==> src/rtl/qi2c_pkg.sv <==
package qi2c_pkg;
   localparam logic [2:0] OP_ARM     = 3'd0;
   localparam logic [2:0] OP_WRITE   = 3'd1;
   localparam logic [2:0] OP_RESTART = 3'd2;
   localparam logic [2:0] OP_READ    = 3'd3;
   localparam logic [2:0] OP_STOP    = 3'd4;

   typedef enum logic [2:0] {
      S_FREE  = 3'd0,
      S_HELD  = 3'd1,
      S_START = 3'd2,
      S_BIT   = 3'd3,
      S_STOP  = 3'd4
   } eng_state_e;
endpackage

==> src/rtl/qi2c_qtr_timer.sv <==
module qi2c_qtr_timer #(
   parameter int QW = 6
) (
   input  logic          clk,
   input  logic          rst_n,
   input  logic          run,
   input  logic [QW-1:0] qlen,
   output logic          tick
);
   logic [QW-1:0] cnt;
   logic          last;

   assign last = (qlen <= QW'(1)) || (cnt == qlen - QW'(1));
   assign tick = run && last;

   always_ff @(posedge clk or negedge rst_n) begin
      if (!rst_n)
         cnt <= '0;
      else if (!run || last)
         cnt <= '0;
      else
         cnt <= cnt + QW'(1);
   end

   a_r2_idle_counter_clear: assert property (@(posedge clk) disable iff (!rst_n)
      !run |=> (cnt == '0));
endmodule

==> src/rtl/qi2c_seq.sv <==
module qi2c_seq
   import qi2c_pkg::*;
#(
   parameter int DW = 8,
   parameter int BW = $clog2(DW + 1)
) (
   input  logic       clk,
   input  logic       rst_n,
   input  logic       tick,
   input  logic       cmd_valid,
   input  logic [2:0] cmd_op,
   input  logic       tx_msb,
   input  logic       mack_armed,
   output logic       run,
   output logic       scl,
   output logic       sda_oe,
   output logic       load,
   output logic       arm_set,
   output logic       samp_now,
   output logic       ack_now,
   output logic       shift_now,
   output logic       byte_fin,
   output logic       rd_mode,
   output logic       done
);
   eng_state_e    st;
   logic [1:0]    qph;
   logic [BW-1:0] bitn;
   logic          rd_q;
   logic          free, held, acc, last_bit, in_bit;

   assign free     = (st == S_FREE);
   assign held     = (st == S_HELD);
   assign in_bit   = (st == S_BIT);
   assign acc      = cmd_valid && (free || held) && (cmd_op <= OP_STOP);
   assign run      = (st == S_START) || in_bit || (st == S_STOP);
   assign last_bit = (bitn == BW'(DW));

   assign load      = acc && ((cmd_op == OP_WRITE) || (cmd_op == OP_RESTART));
   assign arm_set   = acc && (cmd_op == OP_ARM);
   assign samp_now  = tick && in_bit && (qph == 2'd1);
   assign ack_now   = samp_now && last_bit && !rd_q;
   assign shift_now = tick && in_bit && (qph == 2'd3) && !last_bit;
   assign byte_fin  = tick && in_bit && (qph == 2'd3) && last_bit;
   assign rd_mode   = rd_q;

   always_ff @(posedge clk or negedge rst_n) begin
      if (!rst_n) begin
         st   <= S_FREE;
         qph  <= 2'd0;
         bitn <= '0;
         rd_q <= 1'b0;
         done <= 1'b0;
      end else begin
         done <= 1'b0;
         case (st)
            S_FREE, S_HELD: begin
               if (acc) begin
                  case (cmd_op)
                     OP_WRITE: begin
                        rd_q <= 1'b0;
                        bitn <= '0;
                        if (free) begin
                           st  <= S_START;
                           qph <= 2'd2;
                        end else begin
                           st  <= S_BIT;
                           qph <= 2'd0;
                        end
                     end
                     OP_RESTART: begin
                        rd_q <= 1'b0;
                        bitn <= '0;
                        st   <= S_START;
                        qph  <= free ? 2'd2 : 2'd0;
                     end
                     OP_READ: begin
                        if (free)
                           done <= 1'b1;
                        else begin
                           rd_q <= 1'b1;
                           bitn <= '0;
                           st   <= S_BIT;
                           qph  <= 2'd0;
                        end
                     end
                     OP_STOP: begin
                        if (free)
                           done <= 1'b1;
                        else begin
                           st  <= S_STOP;
                           qph <= 2'd0;
                        end
                     end
                     default: ;
                  endcase
               end
            end
            S_START: begin
               if (tick) begin
                  if (qph == 2'd3) begin
                     st  <= S_BIT;
                     qph <= 2'd0;
                  end else
                     qph <= qph + 2'd1;
               end
            end
            S_BIT: begin
               if (tick) begin
                  qph <= qph + 2'd1;
                  if (qph == 2'd3) begin
                     if (last_bit) begin
                        st   <= S_HELD;
                        done <= 1'b1;
                     end else
                        bitn <= bitn + BW'(1);
                  end
               end
            end
            S_STOP: begin
               if (tick) begin
                  if (qph == 2'd2) begin
                     st   <= S_FREE;
                     qph  <= 2'd0;
                     done <= 1'b1;
                  end else
                     qph <= qph + 2'd1;
               end
            end
            default: st <= S_FREE;
         endcase
      end
   end

   always_comb begin
      scl    = 1'b1;
      sda_oe = 1'b0;
      case (st)
         S_HELD: begin
            scl    = 1'b0;
            sda_oe = 1'b0;
         end
         S_START: begin
            scl    = (qph == 2'd1) || (qph == 2'd2);
            sda_oe = qph[1];
         end
         S_BIT: begin
            scl    = (qph == 2'd1) || (qph == 2'd2);
            sda_oe = last_bit ? (rd_q && mack_armed) : (!rd_q && !tx_msb);
         end
         S_STOP: begin
            scl    = (qph != 2'd0);
            sda_oe = (qph != 2'd2);
         end
         default: begin
            scl    = 1'b1;
            sda_oe = 1'b0;
         end
      endcase
   end

   a_r1_free_lines_released: assert property (@(posedge clk) disable iff (!rst_n)
      (st == S_FREE) |-> (scl && !sda_oe));

   a_r10_sda_quiet_while_high: assert property (@(posedge clk) disable iff (!rst_n)
      (in_bit && scl && $past(scl)) |-> (sda_oe == $past(sda_oe)));

   a_r11_done_not_busy: assert property (@(posedge clk) disable iff (!rst_n)
      done |-> !run);

   a_r11_busy_end_done: assert property (@(posedge clk) disable iff (!rst_n)
      $fell(run) |-> done);

   a_r2_phase_on_tick: assert property (@(posedge clk) disable iff (!rst_n)
      (run && !tick) |=> (qph == $past(qph)));
endmodule

==> src/rtl/qi2c_shift.sv <==
module qi2c_shift #(
   parameter int DW = 8
) (
   input  logic          clk,
   input  logic          rst_n,
   input  logic          load,
   input  logic [DW-1:0] load_data,
   input  logic          arm_set,
   input  logic          samp_now,
   input  logic          ack_now,
   input  logic          shift_now,
   input  logic          byte_fin,
   input  logic          rd_mode,
   input  logic          sda_s,
   output logic          tx_msb,
   output logic [DW-1:0] rd_data,
   output logic          nack,
   output logic          mack_armed
);
   logic [DW-1:0] shreg;
   logic          sbit;

   assign tx_msb = shreg[DW-1];

   always_ff @(posedge clk or negedge rst_n) begin
      if (!rst_n) begin
         shreg      <= '0;
         sbit       <= 1'b1;
         rd_data    <= '0;
         nack       <= 1'b0;
         mack_armed <= 1'b0;
      end else begin
         if (load)
            shreg <= load_data;
         else if (shift_now)
            shreg <= {shreg[DW-2:0], sbit};
         if (samp_now)
            sbit <= sda_s;
         if (ack_now)
            nack <= sda_s;
         if (arm_set)
            mack_armed <= 1'b1;
         else if (byte_fin && rd_mode)
            mack_armed <= 1'b0;
         if (byte_fin && rd_mode)
            rd_data <= shreg;
      end
   end

   a_r8_arm_consumed: assert property (@(posedge clk) disable iff (!rst_n)
      (byte_fin && rd_mode) |=> !mack_armed);

   a_r4_nack_only_at_ack: assert property (@(posedge clk) disable iff (!rst_n)
      !ack_now |=> $stable(nack));

   a_r7_rdata_only_on_read: assert property (@(posedge clk) disable iff (!rst_n)
      !(byte_fin && rd_mode) |=> $stable(rd_data));
endmodule

==> src/rtl/qi2c_engine.sv <==
module qi2c_engine #(
   parameter int QW          = 6,
   parameter int DW          = 8,
   parameter int SYNC_STAGES = 2
) (
   input  logic          clk,
   input  logic          rst_n,
   input  logic [QW-1:0] quarter_len,
   input  logic          cmd_valid,
   input  logic [2:0]    cmd_op,
   input  logic [DW-1:0] cmd_wdata,
   output logic          busy,
   output logic          done,
   output logic [DW-1:0] rd_data,
   output logic          nack,
   output logic          scl,
   output logic          sda_oe,
   input  logic          sda_in
);
   localparam int BW = $clog2(DW + 1);

   if (QW < 1 || QW > 16) begin : g_bad_qw
      $error("qi2c_engine: QW must lie in 1..16");
   end
   if (DW < 2) begin : g_bad_dw
      $error("qi2c_engine: DW must be at least 2");
   end
   if (SYNC_STAGES < 0 || SYNC_STAGES > 4) begin : g_bad_sync
      $error("qi2c_engine: SYNC_STAGES must lie in 0..4");
   end

   logic sda_s, tick, load, arm_set, samp_now, ack_now, shift_now;
   logic byte_fin, rd_mode, tx_msb, mack_armed;

   if (SYNC_STAGES == 0) begin : g_nosync
      assign sda_s = sda_in;
   end else begin : g_sync
      logic [SYNC_STAGES-1:0] pipe;
      always_ff @(posedge clk or negedge rst_n) begin
         if (!rst_n)
            pipe <= '1;
         else begin
            pipe[0] <= sda_in;
            for (int i = 1; i < SYNC_STAGES; i++)
               pipe[i] <= pipe[i-1];
         end
      end
      assign sda_s = pipe[SYNC_STAGES-1];
   end

   qi2c_qtr_timer #(.QW(QW)) u_timer (
      .clk  (clk),
      .rst_n(rst_n),
      .run  (busy),
      .qlen (quarter_len),
      .tick (tick)
   );

   qi2c_seq #(.DW(DW), .BW(BW)) u_seq (
      .clk       (clk),
      .rst_n     (rst_n),
      .tick      (tick),
      .cmd_valid (cmd_valid),
      .cmd_op    (cmd_op),
      .tx_msb    (tx_msb),
      .mack_armed(mack_armed),
      .run       (busy),
      .scl       (scl),
      .sda_oe    (sda_oe),
      .load      (load),
      .arm_set   (arm_set),
      .samp_now  (samp_now),
      .ack_now   (ack_now),
      .shift_now (shift_now),
      .byte_fin  (byte_fin),
      .rd_mode   (rd_mode),
      .done      (done)
   );

   qi2c_shift #(.DW(DW)) u_shift (
      .clk       (clk),
      .rst_n     (rst_n),
      .load      (load),
      .load_data (cmd_wdata),
      .arm_set   (arm_set),
      .samp_now  (samp_now),
      .ack_now   (ack_now),
      .shift_now (shift_now),
      .byte_fin  (byte_fin),
      .rd_mode   (rd_mode),
      .sda_s     (sda_s),
      .tx_msb    (tx_msb),
      .rd_data   (rd_data),
      .nack      (nack),
      .mack_armed(mack_armed)
   );

   a_r11_no_accept_while_busy: assert property (@(posedge clk) disable iff (!rst_n)
      (busy && !done) |=> (busy || done));
endmodule

==> config.mk <==
export PLATFORM = sky130hd
export DESIGN_NAME = qi2c_engine
export DESIGN_NICKNAME = d
export VERILOG_FILES = /design/src/rtl/qi2c_pkg.sv /design/src/rtl/qi2c_qtr_timer.sv /design/src/rtl/qi2c_seq.sv /design/src/rtl/qi2c_shift.sv /design/src/rtl/qi2c_engine.sv
export SDC_FILE = /design/constraint.sdc
export NUM_CORES = 1
export LEC_CHECK = 0
export CAP_MARGIN = 10
export CORE_MARGIN = 2
export CORE_UTILIZATION = 58
export CTS_BUF_LIST = sky130_fd_sc_hd__clkbuf_16
export DETAILED_ROUTE_END_ITERATION = 8
export PLACE_DENSITY = 0.85
export SETUP_SLACK_MARGIN = 0.3
export SYNTH_ARGS = -nofsm -noshare
export SYNTH_HDL_FRONTEND = slang
export SYNTH_SLANG_ARGS = --single-unit
==> constraint.sdc <==
create_clock -name clk -period 4 [get_ports clk]
set_input_delay 0.8 -clock clk [delete_from_list [all_inputs] [get_ports clk]]
set_output_delay 0.8 -clock clk [all_outputs]
set_load 0.005 [all_outputs]
==> results.sh <==
export IMPL_coreArea_mm2=0.00366
export IMPL_port_buffers=33
export IMPL_seqPwrFrac=0.386
export IMPL_cp_start_kind="input pin"
export IMPL_path_class="input pin to flop"
export IMPL_slowest_delay_ps=570
export IMPL_place_hpwl_mm=3.31
export IMPL_rows=22
export IMPL_p_per_area_mw_per_mm2=598
export IMPL_path_buf_inv=3
export IMPL_tritoncts="yes"
export IMPL_n_antenna_cell=0
export IMPL_outcome="completed"
export IMPL_dr_pass1_iters=4
export IMPL_crit_chain="clkdlybuf4s50_1 -> inv_1 -> ha_1 -> and2_1 -> o21a_1 -> o31a_1 -> o32ai_4 -> nor3b_2 -> buf_4 -> mux2i_1 -> a21oi_1"
export IMPL_switching_share=0.353
export IMPL_grt_pass1_wl_mm=7.40
export IMPL_fin_crit_sh=0.813
export IMPL_drc=0
export IMPL_total_power_mw=1.64
export IMPL_antenna_found_initial=0
export IMPL_syn2layout_area_growth_pct=23.9
export IMPL_drt_wl_total_mm=4.44
export IMPL_cp_arrival_ps=3370
export IMPL_critical_path_top_delay_family="compound AO/OA/AOI/OAI gates"
export IMPL_ys_types=49
export IMPL_ys_ff_latch=38
export IMPL_cts_resized=0
export IMPL_synth_avg_cell_area_um2=9.89
export IMPL_vias_per_cell=5.57
export IMPL_clk_latency_ps=280
export IMPL_worst_slew_pin_slew_ps=824
export IMPL_hold_viol=0
export IMPL_vias=1717
export IMPL_pwr_share_comb=0.352
export IMPL_relSlewSlack=0.451
export IMPL_setup_viol=0
export IMPL_drtAntennaViolNets=0
export IMPL_io_pins=34
export IMPL_grt_use_total=0.230
export IMPL_synth_area_mm2=0.00222
export IMPL_peakVddDrop_mv=0.558
export IMPL_wl_per_cell_um=14.4
export IMPL_gp_congestion=0.785
export IMPL_grt_pass1_vias=1601
export IMPL_maxSlewViolCount=0
export IMPL_fin_crit_ps=3250
export IMPL_async_flop_share=1.00
export IMPL_p_leak_nw=1.19
export IMPL_grt_overflow=0
export IMPL_cts_max_level=2
export IMPL_cp_end_kind="flop"
export IMPL_tns_ps=0
export IMPL_worst_clock_skew_ps=6.22
export IMPL_synth_edff_count=0
export IMPL_die_x_um=65.8
export IMPL_cts_setup_buffers=0
export IMPL_clock_power_share=0.262
export IMPL_ys_warn_count=0
export IMPL_start_util=0.605
export IMPL_syn_inst=224
export IMPL_drtIter0Drc=114
export IMPL_grt_max_degree=39
export IMPL_worstHoldPathType="flop to flop"
export IMPL_netSwitchingPower_mw=0.580
export IMPL_rsz0062_at_grt="no"
export IMPL_cts_buffer_depth=2
export IMPL_numCtsBuffers=5
export IMPL_cap_violations=0
export IMPL_cts_root_buf="clkbuf_16"
export IMPL_fmax_mhz=308
export IMPL_cts_sinks=38
export IMPL_finalNetCount=290
export IMPL_worst_path_max_fanout=9
export IMPL_cpMaxStageDelayCell="clkdlybuf4s50_1"
export IMPL_required_ps=4120
export IMPL_dp_cells=300
export IMPL_final_cells=308
export IMPL_die_y_um=65.8
export IMPL_cts_hold_buf=0
export IMPL_ys_flop_type="dfrtp_1"
export IMPL_p_int_mw=1.06
export IMPL_die_area_mm2=0.00433
export IMPL_drive_gt1_frac=0.127
export IMPL_clk_pin_slew_ps=50
export IMPL_synth_nets=255
export IMPL_ys_seq_area_frac=0.431
## per-stage QoR
| step | hold slack [ps] | utilization | setup WS, ps | instance area (um2) |
|---|---|---|---|---|
| 3_5_place_dp | 347 | 0.705 | 442 | 2580 |
| 5_1_grt | 356 | 0.750 | 545 | 2750 |
| 4_1_cts | 355 | 0.750 | 748 | 2750 |
| 3_3_place_gp | 346 | 0.705 | 504 | 2580 |
| 2_1_floorplan | 345 | - | 1300 | 2220 |
| 6_report | 354 | 0.750 | 750 | 2750 |
## layer usage
| metal | vias to the layer above | part of all wire | GRT usage |
|---|---|---|---|
| met5 | - | 0 | 0 |
| met4 | 0 | 0.014 | 0.0859 |
| met3 | 6 | 0.043 | 0.0579 |
| met2 | 42 | 0.50 | 0.362 |
| met1 | 816 | 0.45 | 0.308 |
| li1 | 853 | - | - |
## area by class of cell
class	instances	area (um2)
Multi-Input combinational cell	169	1190
Sequential cell	38	955
Fill cell	253	916
Timing Repair Buffer	35	340
Clock buffer	5	125
Tap cell	48	60.1
Clock inverter	3	37.5
Inverter	10	37.5
## flip-flops by register name, summed over array words and instances, names as in the netlist
signal and cells:
u_shift.rd_data 8, u_shift.shreg 8, u_timer.cnt 6, u_seq.bitn 4, u_seq.st 3, g_sync.pipe 2, u_seq.qph 2, u_seq.done 1
u_seq.rd_mode 1, u_shift.mack_armed 1, u_shift.nack 1, u_shift.sbit 1
## final timing paths
kind / from / to / slack (ps) / cells past startpoint
max: quarter_len[0] / u_shift.shreg[1]$_DFFE_PN0P_ / 750 / 11
min: g_sync.pipe[0]$_DFF_PN1_ / g_sync.pipe[1]$_DFF_PN1_ / 350 / 0
max reg2reg: u_seq.st[1]$_DFFE_PN0P_ / u_shift.rd_data[3]$_DFFE_PN0P_ / 1540 / 6
min reg2reg: g_sync.pipe[0]$_DFF_PN1_ / g_sync.pipe[1]$_DFF_PN1_ / 350 / 0
max in group asynchronous: rst_n / u_timer.cnt[4]$_DFF_PN0_ / 2860 / 1
min in group asynchronous: rst_n / u_timer.cnt[0]$_DFF_PN0_ / 620 / 1
## Yosys cell counts, types with 3 or more instances
library cell | instances | share of area
dfrtp_1 | 35 | 0.40
nor2_1 | 30 | 0.051
nand2_1 | 18 | 0.030
a21oi_1 | 13 | 0.029
mux2_2 | 11 | 0.056
mux2i_1 | 11 | 0.050
nand3_1 | 11 | 0.025
ha_1 | 10 | 0.056
inv_1 | 10 | 0.017
o21ai_0 | 8 | 0.018
clkbuf_1 | 6 | 0.010
xor2_1 | 6 | 0.024
xnor2_1 | 5 | 0.020
and2_1 | 4 | 0.011
nor3_1 | 4 | 0.0090
dfstp_2 | 3 | 0.036
## power by group through the flow
| stage | Clock [mW] | Combinational, mW | Sequential, mW |
|---|---|---|---|
| global route | 0.453 | 0.649 | 0.656 |
| finish | 0.429 | 0.578 | 0.634 |
| global placement | 0 | 0.555 | 0.634 |
| CTS | 0.440 | 0.584 | 0.632 |
| floorplan | 0 | 0.430 | 0.574 |
| detailed placement | 0 | 0.575 | 0.638 |
## worst reg2reg max path, cell delays in order (launching register included)
cell and delay, ps:
dfrtp_1 650, nor2b_1 450, and2_1 240, nand2_1 150
nor2_1 220, nand3_2 260, mux2_2 370
## cells by family after synthesis
group | Yosys count | share of synthesized area
and+or+nand+nor | 81 | 0.179
AOI/OAI and AO/OA | 43 | 0.142
DFF | 38 | 0.431
muxes | 24 | 0.116
buffers and inverters | 17 | 0.0322
xor gates and xnor gates | 11 | 0.0435
adders and majority gates | 10 | 0.0565
## cells in the final DEF, fill, tap and decap left out, types with 2 or more instances in the layout
cell type | netlist | final
nor3_1 | 4 | 4
nor2_1 | 30 | 30
xnor2_1 | 5 | 5
dfrtp_1 | 35 | 35
ha_1 | 10 | 10
nand2_1 | 18 | 18
o21ai_0 | 8 | 8
mux2_2 | 11 | 11
nor3b_1 | 2 | 2
dfstp_2 | 3 | 3
o211ai_1 | 2 | 2
a21o_1 | 2 | 2
nand2b_1 | 2 | 2
clkdlybuf4s50_1 | 0 | 32
o41ai_1 | 2 | 2
a21oi_1 | 13 | 13
inv_1 | 10 | 11
clkbuf_16 | 0 | 5
nand3_1 | 11 | 11
mux2i_1 | 11 | 11
buf_4 | 0 | 2
and2_1 | 4 | 4
mux2_1 | 2 | 2
xor2_1 | 6 | 6
Power figures use the tool's default switching activity.
